$ cat config.mk
export PLATFORM = sky130hd
export DESIGN_NAME = kbc_host_cmd
export DESIGN_NICKNAME = d
export VERILOG_FILES = /design/src/rtl/kbc_pkg.sv /design/src/rtl/kbc_decode.sv /design/src/rtl/kbc_ram.sv /design/src/rtl/kbc_outbuf.sv /design/src/rtl/kbc_host_cmd.sv
export SDC_FILE = /design/constraint.sdc
export NUM_CORES = 1
export LEC_CHECK = 0
export BUFFER_PORTS_ARGS = -buffer_cell sky130_fd_sc_hd__buf_2
export CAP_MARGIN = 40
export CORE_ASPECT_RATIO = 0.5
export CORE_UTILIZATION = 55
export DETAILED_ROUTE_END_ITERATION = 16
export GPL_ROUTABILITY_DRIVEN = 0
export PLACE_DENSITY = 0.71
export SLEW_MARGIN = 25
export SYNTH_ARGS = -nofsm -noshare
export SYNTH_HDL_FRONTEND = slang
export SYNTH_HIERARCHICAL = 1
export SYNTH_SLANG_ARGS = --single-unit
$ cat constraint.sdc
create_clock -name clk -period 10.1 [get_ports clk]
set_input_delay 1.01 -clock clk [delete_from_list [all_inputs] [get_ports clk]]
set_output_delay 1.01 -clock clk [all_outputs]
set_load 0.1 [all_outputs]
$ cat src/rtl/kbc_pkg.sv
package kbc_pkg;
  localparam int BYTE_W = 8;

  localparam logic [BYTE_W-1:0] CMD_SELFTEST = 8'hAA;
  localparam logic [BYTE_W-1:0] CMD_KBD_OFF  = 8'hAD;
  localparam logic [BYTE_W-1:0] CMD_KBD_ON   = 8'hAE;
  localparam logic [BYTE_W-1:0] CMD_RD_OUTP  = 8'hD0;
  localparam logic [BYTE_W-1:0] CMD_WR_OUTP  = 8'hD1;
  localparam logic [BYTE_W-1:0] CMD_DUMP     = 8'hAC;
  localparam logic [BYTE_W-1:0] CMD_POLL_HI  = 8'hC1;
  localparam logic [BYTE_W-1:0] CMD_POLL_LO  = 8'hC2;

  localparam int IF_OFF_BIT = 4;
  localparam int XLATE_BIT  = 6;
  localparam int IRQ_EN_BIT = 0;

  typedef enum logic [3:0] {
    OP_NONE, OP_RD, OP_WR, OP_SELFTEST, OP_KBD_OFF, OP_KBD_ON,
    OP_RD_OUTP, OP_WR_OUTP, OP_DUMP, OP_POLL
  } op_e;

  typedef struct packed {
    op_e        op;
    logic       rel;
    logic [4:0] ofs;
  } dec_t;

  typedef enum logic [1:0] {S_OFF, S_IDLE, S_WR_RAM, S_WR_OUTP} st_e;
endpackage

$ cat src/rtl/kbc_decode.sv
module kbc_decode
  import kbc_pkg::*;
(
  input  logic [BYTE_W-1:0] cmd,
  output dec_t              dec
);
  always_comb begin
    dec.ofs = cmd[4:0];
    dec.rel = !cmd[5];
    unique case (cmd[7:6])
      2'b00: dec.op = OP_RD;
      2'b01: dec.op = OP_WR;
      default: begin
        unique case (cmd)
          CMD_SELFTEST: dec.op = OP_SELFTEST;
          CMD_KBD_OFF:  dec.op = OP_KBD_OFF;
          CMD_KBD_ON:   dec.op = OP_KBD_ON;
          CMD_RD_OUTP:  dec.op = OP_RD_OUTP;
          CMD_WR_OUTP:  dec.op = OP_WR_OUTP;
          CMD_DUMP:     dec.op = OP_DUMP;
          CMD_POLL_HI,
          CMD_POLL_LO:  dec.op = OP_POLL;
          default:      dec.op = OP_NONE;
        endcase
      end
    endcase
  end
endmodule

$ cat src/rtl/kbc_ram.sv
module kbc_ram
  import kbc_pkg::*;
#(
  parameter int                ADDR_W    = 6,
  parameter logic [ADDR_W-1:0] CMD_ADDR  = 6'h20,
  parameter logic [ADDR_W-1:0] BASE_ADDR = 6'h2B,
  parameter logic [BYTE_W-1:0] CMD_INIT  = 8'h50,
  parameter logic [BYTE_W-1:0] BASE_INIT = 8'h20,
  parameter logic [BYTE_W-1:0] RSV_MASK  = 8'h88
) (
  input  logic              clk,
  input  logic              rst_n,
  input  logic              init,
  input  logic              we,
  input  logic [ADDR_W-1:0] waddr,
  input  logic [BYTE_W-1:0] wdata,
  input  logic [ADDR_W-1:0] raddr,
  output logic [BYTE_W-1:0] rdata,
  output logic [BYTE_W-1:0] base,
  output logic [BYTE_W-1:0] cmd_byte
);
  localparam int DEPTH = 1 << ADDR_W;

  logic [BYTE_W-1:0] mem [DEPTH];

  for (genvar i = 0; i < DEPTH; i++) begin : g_cell
    localparam bit IS_CMD  = (i == int'(CMD_ADDR));
    localparam bit IS_BASE = (i == int'(BASE_ADDR));
    localparam logic [BYTE_W-1:0] RST_V =
      IS_CMD ? CMD_INIT : (IS_BASE ? BASE_INIT : '0);
    always_ff @(posedge clk or negedge rst_n) begin
      if (!rst_n)                              mem[i] <= RST_V;
      else if (init && (IS_CMD || IS_BASE))    mem[i] <= RST_V;
      else if (we && waddr == ADDR_W'(i))      mem[i] <= wdata;
    end
  end

  assign rdata    = mem[raddr];
  assign base     = mem[BASE_ADDR];
  assign cmd_byte = mem[CMD_ADDR];

  // the reserved command-byte bits never become set
  p_rsv_clear_r5: assert property (@(posedge clk) disable iff (!rst_n)
    (cmd_byte & RSV_MASK) == '0);
endmodule

$ cat src/rtl/kbc_outbuf.sv
module kbc_outbuf
  import kbc_pkg::*;
(
  input  logic              clk,
  input  logic              rst_n,
  input  logic              load,
  input  logic [BYTE_W-1:0] load_data,
  output logic              out_valid,
  input  logic              out_ready,
  output logic [BYTE_W-1:0] out_data
);
  always_ff @(posedge clk or negedge rst_n) begin
    if (!rst_n) begin
      out_valid <= 1'b0;
      out_data  <= '0;
    end else if (load) begin
      out_valid <= 1'b1;
      out_data  <= load_data;
    end else if (out_valid && out_ready) begin
      out_valid <= 1'b0;
    end
  end

  // a reply waits with stable data until it is read
  p_hold_reply_r11: assert property (@(posedge clk) disable iff (!rst_n)
    out_valid && !out_ready |=> out_valid && $stable(out_data));
endmodule

$ cat src/rtl/kbc_host_cmd.sv
module kbc_host_cmd
  import kbc_pkg::*;
#(
  parameter int                ADDR_W      = 6,
  parameter logic [BYTE_W-1:0] CMD_INIT    = 8'h50,
  parameter logic [BYTE_W-1:0] BASE_INIT   = 8'h20,
  parameter logic [BYTE_W-1:0] OUTP_INIT   = 8'h03,
  parameter logic [BYTE_W-1:0] RSV_MASK    = 8'h88,
  parameter logic [BYTE_W-1:0] SELFTEST_OK = 8'h55
) (
  input  logic              clk,
  input  logic              rst_n,
  input  logic              in_valid,
  output logic              in_ready,
  input  logic              in_is_cmd,
  input  logic [BYTE_W-1:0] in_data,
  output logic              out_valid,
  input  logic              out_ready,
  output logic [BYTE_W-1:0] out_data,
  output logic              kbd_valid,
  input  logic              kbd_ready,
  output logic [BYTE_W-1:0] kbd_data,
  output logic              kbd_irq,
  output logic              kbd_if_off,
  output logic              xlate_en,
  output logic              a20_en,
  output logic              cpu_reset_n,
  output logic              ctrl_active,
  output logic              dump_req,
  output logic              poll_req
);
  localparam logic [ADDR_W-1:0] CMD_ADDR  = ADDR_W'(1 << (ADDR_W - 1));
  localparam logic [ADDR_W-1:0] BASE_ADDR = CMD_ADDR + ADDR_W'(11);
  localparam logic [BYTE_W-1:0] IF_OFF_M  = BYTE_W'(1 << IF_OFF_BIT);

  st_e               state, state_nxt;
  dec_t              dec;
  logic              accept;
  logic [ADDR_W-1:0] addr_dir, addr_rel, addr_now, wr_addr;
  logic [BYTE_W-1:0] base, cmd_byte, ram_rdata, outport, outport_nxt;
  logic [BYTE_W-1:0] rel_sum;
  logic              unused_sum;
  logic              ram_init, ram_we;
  logic [ADDR_W-1:0] ram_waddr;
  logic [BYTE_W-1:0] ram_wraw, ram_wdata;
  logic              ob_load;
  logic [BYTE_W-1:0] ob_data;
  logic              kbd_load, dump_nxt, poll_nxt, cap_addr;

  kbc_decode u_dec (.cmd(in_data), .dec(dec));

  assign accept   = in_valid && in_ready;
  assign addr_dir = CMD_ADDR + ADDR_W'(dec.ofs);
  assign rel_sum  = base + BYTE_W'(dec.ofs);
  assign addr_rel = rel_sum[ADDR_W-1:0];
  assign unused_sum = ^rel_sum;
  assign addr_now = dec.rel ? addr_rel : addr_dir;
  assign ram_wdata = (ram_waddr == CMD_ADDR) ? (ram_wraw & ~RSV_MASK) : ram_wraw;

  kbc_ram #(
    .ADDR_W(ADDR_W), .CMD_ADDR(CMD_ADDR), .BASE_ADDR(BASE_ADDR),
    .CMD_INIT(CMD_INIT), .BASE_INIT(BASE_INIT), .RSV_MASK(RSV_MASK)
  ) u_ram (
    .clk(clk), .rst_n(rst_n), .init(ram_init), .we(ram_we),
    .waddr(ram_waddr), .wdata(ram_wdata), .raddr(addr_now),
    .rdata(ram_rdata), .base(base), .cmd_byte(cmd_byte)
  );

  kbc_outbuf u_ob (
    .clk(clk), .rst_n(rst_n), .load(ob_load), .load_data(ob_data),
    .out_valid(out_valid), .out_ready(out_ready), .out_data(out_data)
  );

  always_comb begin
    state_nxt   = state;
    outport_nxt = outport;
    ram_init    = 1'b0;
    ram_we      = 1'b0;
    ram_waddr   = CMD_ADDR;
    ram_wraw    = cmd_byte;
    ob_load     = 1'b0;
    ob_data     = ram_rdata;
    kbd_load    = 1'b0;
    dump_nxt    = 1'b0;
    poll_nxt    = 1'b0;
    cap_addr    = 1'b0;
    if (accept) begin
      if (state == S_OFF) begin
        if (in_is_cmd && in_data == CMD_SELFTEST) begin
          state_nxt   = S_IDLE;
          ram_init    = 1'b1;
          outport_nxt = OUTP_INIT;
          ob_load     = 1'b1;
          ob_data     = SELFTEST_OK;
        end
      end else if (in_is_cmd) begin
        state_nxt = S_IDLE;
        unique case (dec.op)
          OP_RD:       ob_load = 1'b1;
          OP_WR: begin
            state_nxt = S_WR_RAM;
            cap_addr  = 1'b1;
          end
          OP_SELFTEST: begin
            ram_init    = 1'b1;
            outport_nxt = OUTP_INIT;
            ob_load     = 1'b1;
            ob_data     = SELFTEST_OK;
          end
          OP_KBD_OFF: begin
            ram_we   = 1'b1;
            ram_wraw = cmd_byte | IF_OFF_M;
          end
          OP_KBD_ON: begin
            ram_we   = 1'b1;
            ram_wraw = cmd_byte & ~IF_OFF_M;
          end
          OP_RD_OUTP: begin
            ob_load = 1'b1;
            ob_data = outport;
          end
          OP_WR_OUTP: state_nxt = S_WR_OUTP;
          OP_DUMP:    dump_nxt  = 1'b1;
          OP_POLL:    poll_nxt  = 1'b1;
          default: ;
        endcase
      end else begin
        state_nxt = S_IDLE;
        unique case (state)
          S_WR_RAM: begin
            ram_we    = 1'b1;
            ram_waddr = wr_addr;
            ram_wraw  = in_data;
          end
          S_WR_OUTP: outport_nxt = in_data;
          default: begin
            kbd_load = 1'b1;
            ram_we   = 1'b1;
            ram_wraw = cmd_byte & ~IF_OFF_M;
          end
        endcase
      end
    end
  end

  always_ff @(posedge clk or negedge rst_n) begin
    if (!rst_n) begin
      state     <= S_OFF;
      outport   <= OUTP_INIT;
      wr_addr   <= '0;
      kbd_valid <= 1'b0;
      kbd_data  <= '0;
      dump_req  <= 1'b0;
      poll_req  <= 1'b0;
    end else begin
      state    <= state_nxt;
      outport  <= outport_nxt;
      dump_req <= dump_nxt;
      poll_req <= poll_nxt;
      if (cap_addr) wr_addr <= addr_now;
      if (kbd_load) begin
        kbd_valid <= 1'b1;
        kbd_data  <= in_data;
      end else if (kbd_ready) begin
        kbd_valid <= 1'b0;
      end
    end
  end

  assign in_ready    = !out_valid && !kbd_valid;
  assign ctrl_active = (state != S_OFF);
  assign kbd_if_off  = cmd_byte[IF_OFF_BIT];
  assign xlate_en    = cmd_byte[XLATE_BIT];
  assign kbd_irq     = out_valid && cmd_byte[IRQ_EN_BIT];
  assign a20_en      = outport[1];
  assign cpu_reset_n = outport[0];

  // nothing reaches the keyboard while the controller is inactive
  p_off_silent_r1: assert property (@(posedge clk) disable iff (!rst_n)
    !ctrl_active |=> !kbd_valid);

  // self-test leaves the controller in its known state
  p_selftest_state_r2: assert property (@(posedge clk) disable iff (!rst_n)
    accept && in_is_cmd && in_data == CMD_SELFTEST |=>
      ctrl_active && kbd_if_off && xlate_en && a20_en && cpu_reset_n &&
      out_valid && out_data == SELFTEST_OK);

  // a keyboard byte re-enables the interface
  p_data_enables_r7: assert property (@(posedge clk) disable iff (!rst_n)
    accept && !in_is_cmd && state == S_IDLE |=> kbd_valid && !kbd_if_off);

  // a keyboard byte is held until taken
  p_kbd_hold_r7: assert property (@(posedge clk) disable iff (!rst_n)
    kbd_valid && !kbd_ready |=> kbd_valid && $stable(kbd_data));

  // no-op commands give no reply
  p_noop_quiet_r9: assert property (@(posedge clk) disable iff (!rst_n)
    accept && in_is_cmd && ctrl_active && dec.op == OP_NONE |=> !out_valid);
endmodule

==> results.tsv, run 1 <==
metric	value	unit
worst_pin_slew	956	ps
crit_chain	buf_2 > ha_1 > inv_1 > fa_1 > nor2b_1 > o21a_1 > or3_1 > a31o_1 > buf_4 > nand2b_1 > o22ai_1 > o21ai_0 > a22o_1 > nor2_1 > a21oi_1 > o22ai_1 > a31oi_1 > mux2_4	
nets	1790	
p_leak	13.5	nW
wire_per_inst	26.6	microns
critPathArrivalTime	5130	ps
cp_slowest_cell	nand2b_1	
dieArea	48100	sq um
clk_pin_slew_worst_paths	70	ps
grt_pass1_wl	99.7	mm
cts.sinks	548	
total_power	4.83	mW
grtUsageTotal	27.6	%
cap_violations	0	
crit_type	input pin to flop	
skew	24.7	ps
drc	0	
synth.avg_cell_area	14.5	sq um
die_h	156	microns
wl	64.7	mm
htreeDepth	2	
vias	15800	
fillers	3403	
worst_path_most_repeated_cell	o22ai_1	
dr.pass1.iters	5	
clock.fmax	216	MHz
post-route-util	61.6	%
syn_inst	1791	
core-area	45900	sq um
hold_viol_final	0	
clk_latency	580	ps
start_util	56.6	%
postCtsSetupBuffers	0	
placed_cells	2341	
grt_pass1_vias	16100	
fin_crit	4620	ps
yosysWarnings	6	
cts_root_buf	clkbuf_16	
worst_slew_margin_rel	36.1	%
final.period_utilization	45.7	%
drtIter0Drc	1449	
cts_buffers	48	
setup_viol_count_final	0	
syn-cell-area	26000	sq um
synthesis.nets	1811	
crit_path_max_fanout	45	
ios	41	
regArea	13700	sq um
required	10610	ps
layout_setup_ws	5480	ps
clock_path_buffers	3	
cts_tree	done	
die_x	309	microns
slew_violations	0	
overflow	0	
placedInstanceArea	26500	sq um
fin_cells	2432	
critical-path-max-stage-delay	520	ps
vdd_drop_max	0.124	mV
ctsResizeCount	0	
antenna_found_initial	1	
holdCritPathClass	input pin to asynchronous set/reset pin	
timing.setup.tns	0	ps
grt_max_degree	159	
start_kind	input pin	
pre_cts_slack	4740	ps
final_antenna_net_count	0	
pwr_density_cell	171	nW/um^2
status	finished, final reports clean	
ctsHoldBuffers	0	
drive_gt1_share	47.0	%
rsz0062_at_grt	no	
syn2layout_area_growth	8.79	%
rows	55	
hpwl	42.4	mm
port_buffers	40	
diodes	0	
endpoint_kind	flop	
via_per_inst	6.51	
whs	484	ps
multi_input_area	11500	sq um
finalInstanceArea	28300	sq um
## sequential cells by signal (all words and copies together), names as in the netlist
| register | count |
|---|---|
| dump_req | 1 |
| kbd_data | 8 |
| kbd_valid | 1 |
| outport | 8 |
| poll_req | 1 |
| state | 2 |
| u_ob/out_data | 8 |
| u_ob/out_valid | 1 |
| u_ram/base | 8 |
| u_ram/cmd_byte | 8 |
| u_ram/mem | 496 |
| wr_addr | 6 |
## worst paths after layout
path,from,depth (start not counted),slack (ps),endpoint
max,in_data[0],18,5480,u_ob/out_data[2]
max in group asynchronous,rst_n,4,7650,u_ram/mem[350]
max reg2reg,u_ram/base[0],18,5710,u_ob/out_data[2]
min,rst_n,1,480,u_ram/mem[102]
min in group clk,u_ram/mem[427],1,500,u_ram/mem[427]
min reg2reg,u_ram/mem[427],1,500,u_ram/mem[427]
## worst max-delay path: cells and delay by family
family / cells / cell delay, ps
muxes: 1 / 160
and+or+nand+nor: 4 / 850
AOI/OAI and AO/OA: 8 / 1680
buffers and inverters: 3 / 750
adders and majority gates: 2 / 640
## routing by layer
layer / vias up / routed length [microns] / track usage, %
li1: 6611 / - / -
met4: 2 / 1270 / 6.13
met2: 682 / 28700 / 40.9
met1: 8425 / 28500 / 40.3
met3: 117 / 6210 / 8.22
met5: - / 11 / 0
## where the power goes
group          switching (mW)  total (mW)  internal, mW
Combinational           0.496       0.641         0.145
Sequential             0.0391        2.27          2.23
Clock                   0.803        1.92          1.11
## cells in the final DEF (no fill, tap or decap), types with 6 or more instances in the layout
cell,instances
mux2_4,10
and3_1,6
clkbuf_16,49
a211oi_1,6
and2_1,6
o22ai_1,21
mux2_2,514
nor2b_1,15
o221ai_1,7
a31oi_1,15
o21ai_0,20
nand3_1,28
a22oi_1,10
nand3b_1,6
or2_2,9
a21oi_1,19
dfrtp_1,543
clkbuf_1,12
clkbuf_8,13
a22o_1,14
nand2b_1,11
buf_2,41
nor2_2,18
buf_4,22
nand2_1,78
mux4_2,124
nor2_1,38
mux2i_1,18
inv_1,14
nor3_1,14
## area by class of cell
| class | count | share of cell area, % |
|---|---|---|
| timing repair buffer | 72 | 1.90 |
| clock inverter | 11 | 0.647 |
| clock buffer | 74 | 5.13 |
| sequential | 548 | 48.6 |
| inverter | 15 | 0.199 |
| multi-input combinational | 1085 | 40.8 |
| tap | 627 | 2.78 |
No activity file was read; power rests on OpenSTA's default activity.
==> run 2: changes to the inputs <==
--- a/config.mk
+++ b/config.mk
@@ -11,7 +11,7 @@
 export CORE_UTILIZATION = 55
 export DETAILED_ROUTE_END_ITERATION = 16
 export GPL_ROUTABILITY_DRIVEN = 0
-export PLACE_DENSITY = 0.71
+export PLACE_DENSITY = 0.74
 export SLEW_MARGIN = 25
 export SYNTH_ARGS = -nofsm -noshare
 export SYNTH_HDL_FRONTEND = slang
==> constraint.sdc (replaced) <==
create_clock -name clk -period 3.9 [get_ports clk]
set_input_delay 0.39 -clock clk [delete_from_list [all_inputs] [get_ports clk]]
set_output_delay 0.39 -clock clk [all_outputs]
set_load 0.1 [all_outputs]
==> run 2 against run 1 <==
Non-clock buffer count rose by 96. Register-to-register slack worse by 5600 ps. First-iteration DRC count up 19%. Sequential share of layout area down 1.6 points. Flip-flop and latch count did not move. Largest power group unchanged.
==> results.tsv, run 2 (synthesis gave the netlist of run 1 again) <==
metric	value	unit	change
dieArea	48100	sq um	unchanged
grtUsageTotal	28.1	%	+0.51 points
cts.sinks	548		unchanged
ios	41		unchanged
rsz0062_at_grt	no		
critPathArrivalTime	4270	ps	-860 ps
mostFrequentLayoutCells	dfrtp_1 (543), mux2_2 (514), mux4_2 (124)		
syn2layout_area_growth	12.6	%	
drive_gt1_share	50.3	%	+3.3 points
setup_viol_count_final	0		unchanged
cts_root_buf	clkbuf_16		
antenna_found_initial	1		unchanged
skew	27.2	ps	+2.47 ps
start_kind	flop		
final_common_cell	dfrtp_1		
clk_pin_slew_worst_paths	70	ps	about the same
r2r_end	u_ob/out_data[5]		
status	finished, final reports clean		
cts_tree	done		
largest_reg_flops	496		unchanged
htreeDepth	2		unchanged
timing.setup.tns	0	ps	unchanged
drtIter0Drc	1725		+19%
r2r_cells	16		-2
placed_cells	2441		+4.3%
vias	16200		+2.2%
wire_per_inst	26.0	microns	-2.2%
ff2ff_setup_slack	110	ps	-5600 ps
r2r_start	u_ram/base[0]		
endpoint_kind	flop		
grt_max_degree	102		-36%
worst_slew_margin_rel	45.9	%	+9.9 points
worst_pin_slew	811	ps	-144 ps
hpwl	45.2	mm	+6.8%
start_util	56.6	%	unchanged
cap_violations	0		unchanged
crit_chain	ha_2 > inv_1 > fa_2 > nor2b_1 > o21a_1 > or3_1 > a31o_2 > buf_12 > or3b_2 > o22ai_1 > a211oi_1 > o21ai_1 > buf_4 > o21ai_0 > a22o_1 > mux2_4		
die_x	309	microns	unchanged
top_register	u_ram/mem		
p_leak	14.1	nW	+4.1%
min_from	kbd_ready		
critPathLaunch	u_ram/base[0]		
rows	55		unchanged
clock.fmax	264	MHz	
drc	0		unchanged
p_comb_share	14.0	%	+0.7 points
die_h	156	microns	unchanged
pwr_density_cell	439	nW/um^2	+160%
clk_latency	590	ps	about the same
crit_type	flop to flop		
total_power	12.8	mW	+170%
hold_viol_final	0		unchanged
p_switching	3.58	mW	+170%
p_int	9.24	mW	+160%
slew_violations	0		unchanged
clock_path_buffers	3		unchanged
cp_slowest_cell	or3b_2		
cts_buffers	49		+2.1%
power_frac_clock	40.1	%	+0.4 points
sequentialPowerShare	45.9	%	-1.2 points
nets	1887		+5.4%
crit_path_max_fanout	24		-47%
final_antenna_net_count	0		unchanged
required	4380	ps	-6230 ps
dr.pass1.iters	6		+1
grt_pass1_vias	16200		+0.40%
wl	65.9	mm	+1.9%
grt_pass1_wl	101	mm	+1.7%
overflow	0		unchanged
endpoint	u_ob/out_data[5]		
holdCritPathClass	input pin to flop		
post-route-util	63.7	%	+2.2 points
switching_share	27.9	%	+0.25 points
core-area	45900	sq um	unchanged
fin_crit	3790	ps	
vdd_drop_max	0.305	mV	+150%
via_per_inst	6.39		-1.9%
final.period_utilization	97.2	%	
holdPathStages	2		
fin_cells	2534		+4.2%
port_buffers	40		unchanged
critical-path-max-stage-delay	500	ps	-20 ps
whs	13.3	ps	-471 ps
==> run 2: metrics by stage <==
stage	setup slack, ps	cell area, sq um
finish	110	29200
global route	25.1	29200
CTS	118	29200
detailed placement	33.9	27500
global placement	56.5	27500
floorplan	133	26000
==> run 2: worst min-delay path by stage <==
stage                     endpoint  slack (ps)
floorplan                 dump_req          90
detailed placement  u_ram/mem[185]         490
finish                   kbd_valid          10
CTS                      kbd_valid           1
global route             kbd_valid          20
global placement       kbd_data[7]         480
==> run 2: cell type report <==
| type | instances | area [sq um] |
|---|---|---|
| Sequential cell | 548 | 13700 |
| Antenna cell | 1 | 2.50 |
| Timing Repair Buffer | 168 | 1420 |
| Tap cell | 627 | 785 |
| Fill cell | 3301 | 16700 |
| Multi-Input combinational cell | 1085 | 11500 |
| Clock inverter | 21 | 267 |
| Inverter | 15 | 56.3 |
| Clock buffer | 69 | 1440 |
==> run 2: repair_timing <==
action	CTS	global route
endpoints found under the setup margin	0	8
setup buffers	0	1
hold buffers	1	0
hold endpoints to repair	91	0
resized for setup	0	13
==> run 2: worst max-delay path: cells and delay by family, from the launching register on <==
family / cells / cell delay, ps
adders and majority gates: 2 / 420
and+or+nand+nor: 3 / 860
muxes: 1 / 250
DFF: 1 / 420
buffers and inverters: 3 / 430
AOI/OAI and AO/OA: 7 / 1280
==> run 2: power groups by stage <==
stage                     logic (mW)  registers (mW)  clock network [mW]
after floorplan                0.778            6.37                   0
after global placement          1.74            5.99                   0
after detailed placement        1.76            5.99                   0
after CTS                       1.77            5.88                5.22
after global routing            1.89            5.90                5.45
final                           1.79            5.89                5.14
==> run 2: layer usage <==
| layer | share of wire (%) | track usage (%) | up-vias | wire (microns) |
|---|---|---|---|---|
| met3 | 9.2 | 7.97 | 108 | 6090 |
| met4 | 1.8 | 5.82 | 0 | 1190 |
| met1 | 45 | 42.2 | 8610 | 29800 |
| met5 | 0 | 0 | - | 0 |
| met2 | 44 | 40.8 | 657 | 28800 |
| li1 | - | - | 6814 | - |
==> run 3: changes to the inputs <==
--- a/config.mk
+++ b/config.mk
@@ -7,7 +7,6 @@
 export LEC_CHECK = 0
 export BUFFER_PORTS_ARGS = -buffer_cell sky130_fd_sc_hd__buf_2
 export CAP_MARGIN = 40
-export CORE_ASPECT_RATIO = 0.5
 export CORE_UTILIZATION = 55
 export DETAILED_ROUTE_END_ITERATION = 16
 export GPL_ROUTABILITY_DRIVEN = 0
==> run 3 against run 2 <==
Utilization down 0.61 points. Via count about the same. Clock-buffer cell count up 12.
==> results.tsv, run 3 (synthesis gave the netlist of run 1 again) <==
metric	value	unit	change
vias	16200		+0.025%
start_kind	flop		
rsz0062_at_grt	no		
crit_chain	ha_1 > inv_1 > fa_1 > mux2i_4 > buf_12 > buf_12 > buf_12 > mux4_2 > o22ai_1 > nor2_1 > o21ai_0 > o21ai_0 > a22o_1 > mux2_4		
vdd_drop_max	0.615	mV	+100%
sequentialPowerShare	44.6	%	-1.3 points
die_x	219	microns	-29%
critical-path-max-stage-delay	460	ps	-40 ps
dieArea	48100	sq um	-0.11%
required	4400	ps	+20 ps
timing.setup.tns	0	ps	unchanged
via_per_inst	6.42		+0.54%
total_power	13.1	mW	+2.5%
clock.fmax	263	MHz	-0.29%
power_frac_clock	42.0	%	+1.9 points
multi_input_area	11500	sq um	-0.17%
pwr_density_cell	448	nW/um^2	+2.0%
cts.sinks	548		unchanged
ios	41		unchanged
hpwl	44.2	mm	-2.3%
grt_max_degree	116		+14%
busiest_layer	met2		
switching_share	27.4	%	-0.50 points
overflow	0		unchanged
met1_usage	40.2	%	-2.0 points
largest_reg_flops	496		unchanged
postCtsSetupBuffers	0		unchanged
final_common_cell	dfrtp_1		
met2_usage	44.2	%	+3.4 points
setup_viol_count_final	0		unchanged
grtUsageTotal	28.3	%	+0.19 points
diodes	0		-1
drtIter0Drc	1539		-11%
slew_violations	0		unchanged
cts_tree	done		
wire_per_inst	25.9	microns	-0.18%
clk_pin_slew_worst_paths	60	ps	about the same
start_util	55.8	%	-0.80 points
cp_slowest_cell	fa_1		
critPathBufInv	4		+1
p_comb_share	13.4	%	-0.6 points
drc	0		unchanged
rows	79		+44%
cts_buffers	56		+14%
critPathTopFamily	compound AO/OA/AOI/OAI gates		
clock_path_buffers	3		unchanged
top_register	u_ram/mem		
dr.pass1.iters	5		-1
p_switching	3.61	mW	+0.65%
worst_pin_slew	953	ps	+142 ps
skew	23.1	ps	-4.03 ps
endpoint_kind	flop		
antenna_found_initial	0		-1
final_antenna_net_count	0		unchanged
status	finished, final reports clean		
drive_gt1_share	49.9	%	-0.42 points
use_met3	4.42	%	-3.6 points
clk_latency	620	ps	+30 ps
critPathArrivalTime	4300	ps	+30 ps
port_buffers	40		unchanged
grt_pass1_vias	16800		+3.8%
mostFrequentLayoutCells	dfrtp_1 (543), mux2_2 (513), mux4_2 (124)		
cap_violations	0		unchanged
wl	65.4	mm	-0.69%
cts_root_buf	clkbuf_16		
final.period_utilization	97.5	%	+0.28 points
holdCritPathClass	input pin to flop		
ff2ff_setup_slack	100	ps	about the same
fin_crit	3800	ps	+10.9 ps
hold_viol_final	0		unchanged
grt_pass1_wl	103	mm	+1.1%
core-area	46600	sq um	+1.4%
syn2layout_area_growth	13.1	%	
fillers	3357		+1.7%
crit_path_max_fanout	23		-4.2%
crit_type	flop to flop		
die_h	219	microns	+41%
p_leak	14.2	nW	+0.54%
htreeDepth	2		unchanged
worst_path_most_repeated_cell	buf_12		
p_int	9.54	mW	+3.2%
nets	1889		+0.11%
worst_slew_margin_rel	36.5	%	-9.4 points
regArea	13700	sq um	unchanged
-- run 3: cell count changes in the layout (fill, tap and decap cells not counted), sizes merged --
cell         change
diode            -1
clkinvlp         -2
buf              -6
clkinv           +3
dlygate4sd3      +1
clkbuf          +12
-- run 3: layout make-up --
cell class / instances / share of cell area [%]
clock inverters: 22 / 0.946
multi-input cells: 1085 / 39.2
flip-flops and latches: 548 / 46.7
well taps: 607 / 2.59
repair buffers: 163 / 4.80
clock buffers: 81 / 5.53
inverters: 15 / 0.192
-- run 3: worst paths after layout --
kind                          startpoint                to  depth (start not counted)
max in group asynchronous          rst_n     u_ram/mem[79]                          3
max                        u_ram/base[0]  u_ob/out_data[7]                         14
min                            out_ready    u_ob/out_valid                          3
min in group asynchronous          rst_n    u_ram/mem[125]                          2
max reg2reg                u_ram/base[0]  u_ob/out_data[7]                         14
min reg2reg                  kbd_data[7]       kbd_data[7]                          2
-- run 3: repair_timing --
item	in CTS	in global routing
hold endpoints to repair	103	0
resized for setup	0	3
endpoints found under the setup margin	0	3
hold buffers	2	0
-- run 3: tightest hold or removal path, delay by kind of cell --
family	cells	cell delay, ps
compound gates	1	110
buf+inv	2	140
-- run 3: per-stage QoR --
step / instances / setup WS, ps / area, sq um / hold slack [ps] / util [%]
2_1_floorplan: 1791 / 133 / 26000 / 94.4 / -
3_3_place_gp: 2414 / 54.5 / 27400 / 463 / 58.8
3_5_place_dp: 2415 / 24.7 / 27400 / 474 / 58.9
4_1_cts: 2520 / 137 / 29400 / 26.3 / 63.0
5_1_grt: 2521 / 5.70 / 29400 / 48.9 / 63.1
6_report: 2521 / 99.2 / 29400 / 52.0 / 63.1
-- run 3: layer usage --
metal	vias up	share of wire [%]
met4	0	3.4
met2	581	47
met1	8641	44
met5	-	0
met3	130	6.1
li1	6841	-
-- run 3: power groups by stage --
stage | registers (mW) | clock network (mW) | logic, mW
after floorplan | 6.37 | 0 | 0.778
after global placement | 5.97 | 0 | 1.70
after detailed placement | 5.97 | 0 | 1.75
after CTS | 5.87 | 5.61 | 1.75
after global routing | 5.88 | 5.83 | 1.85
final | 5.87 | 5.52 | 1.76
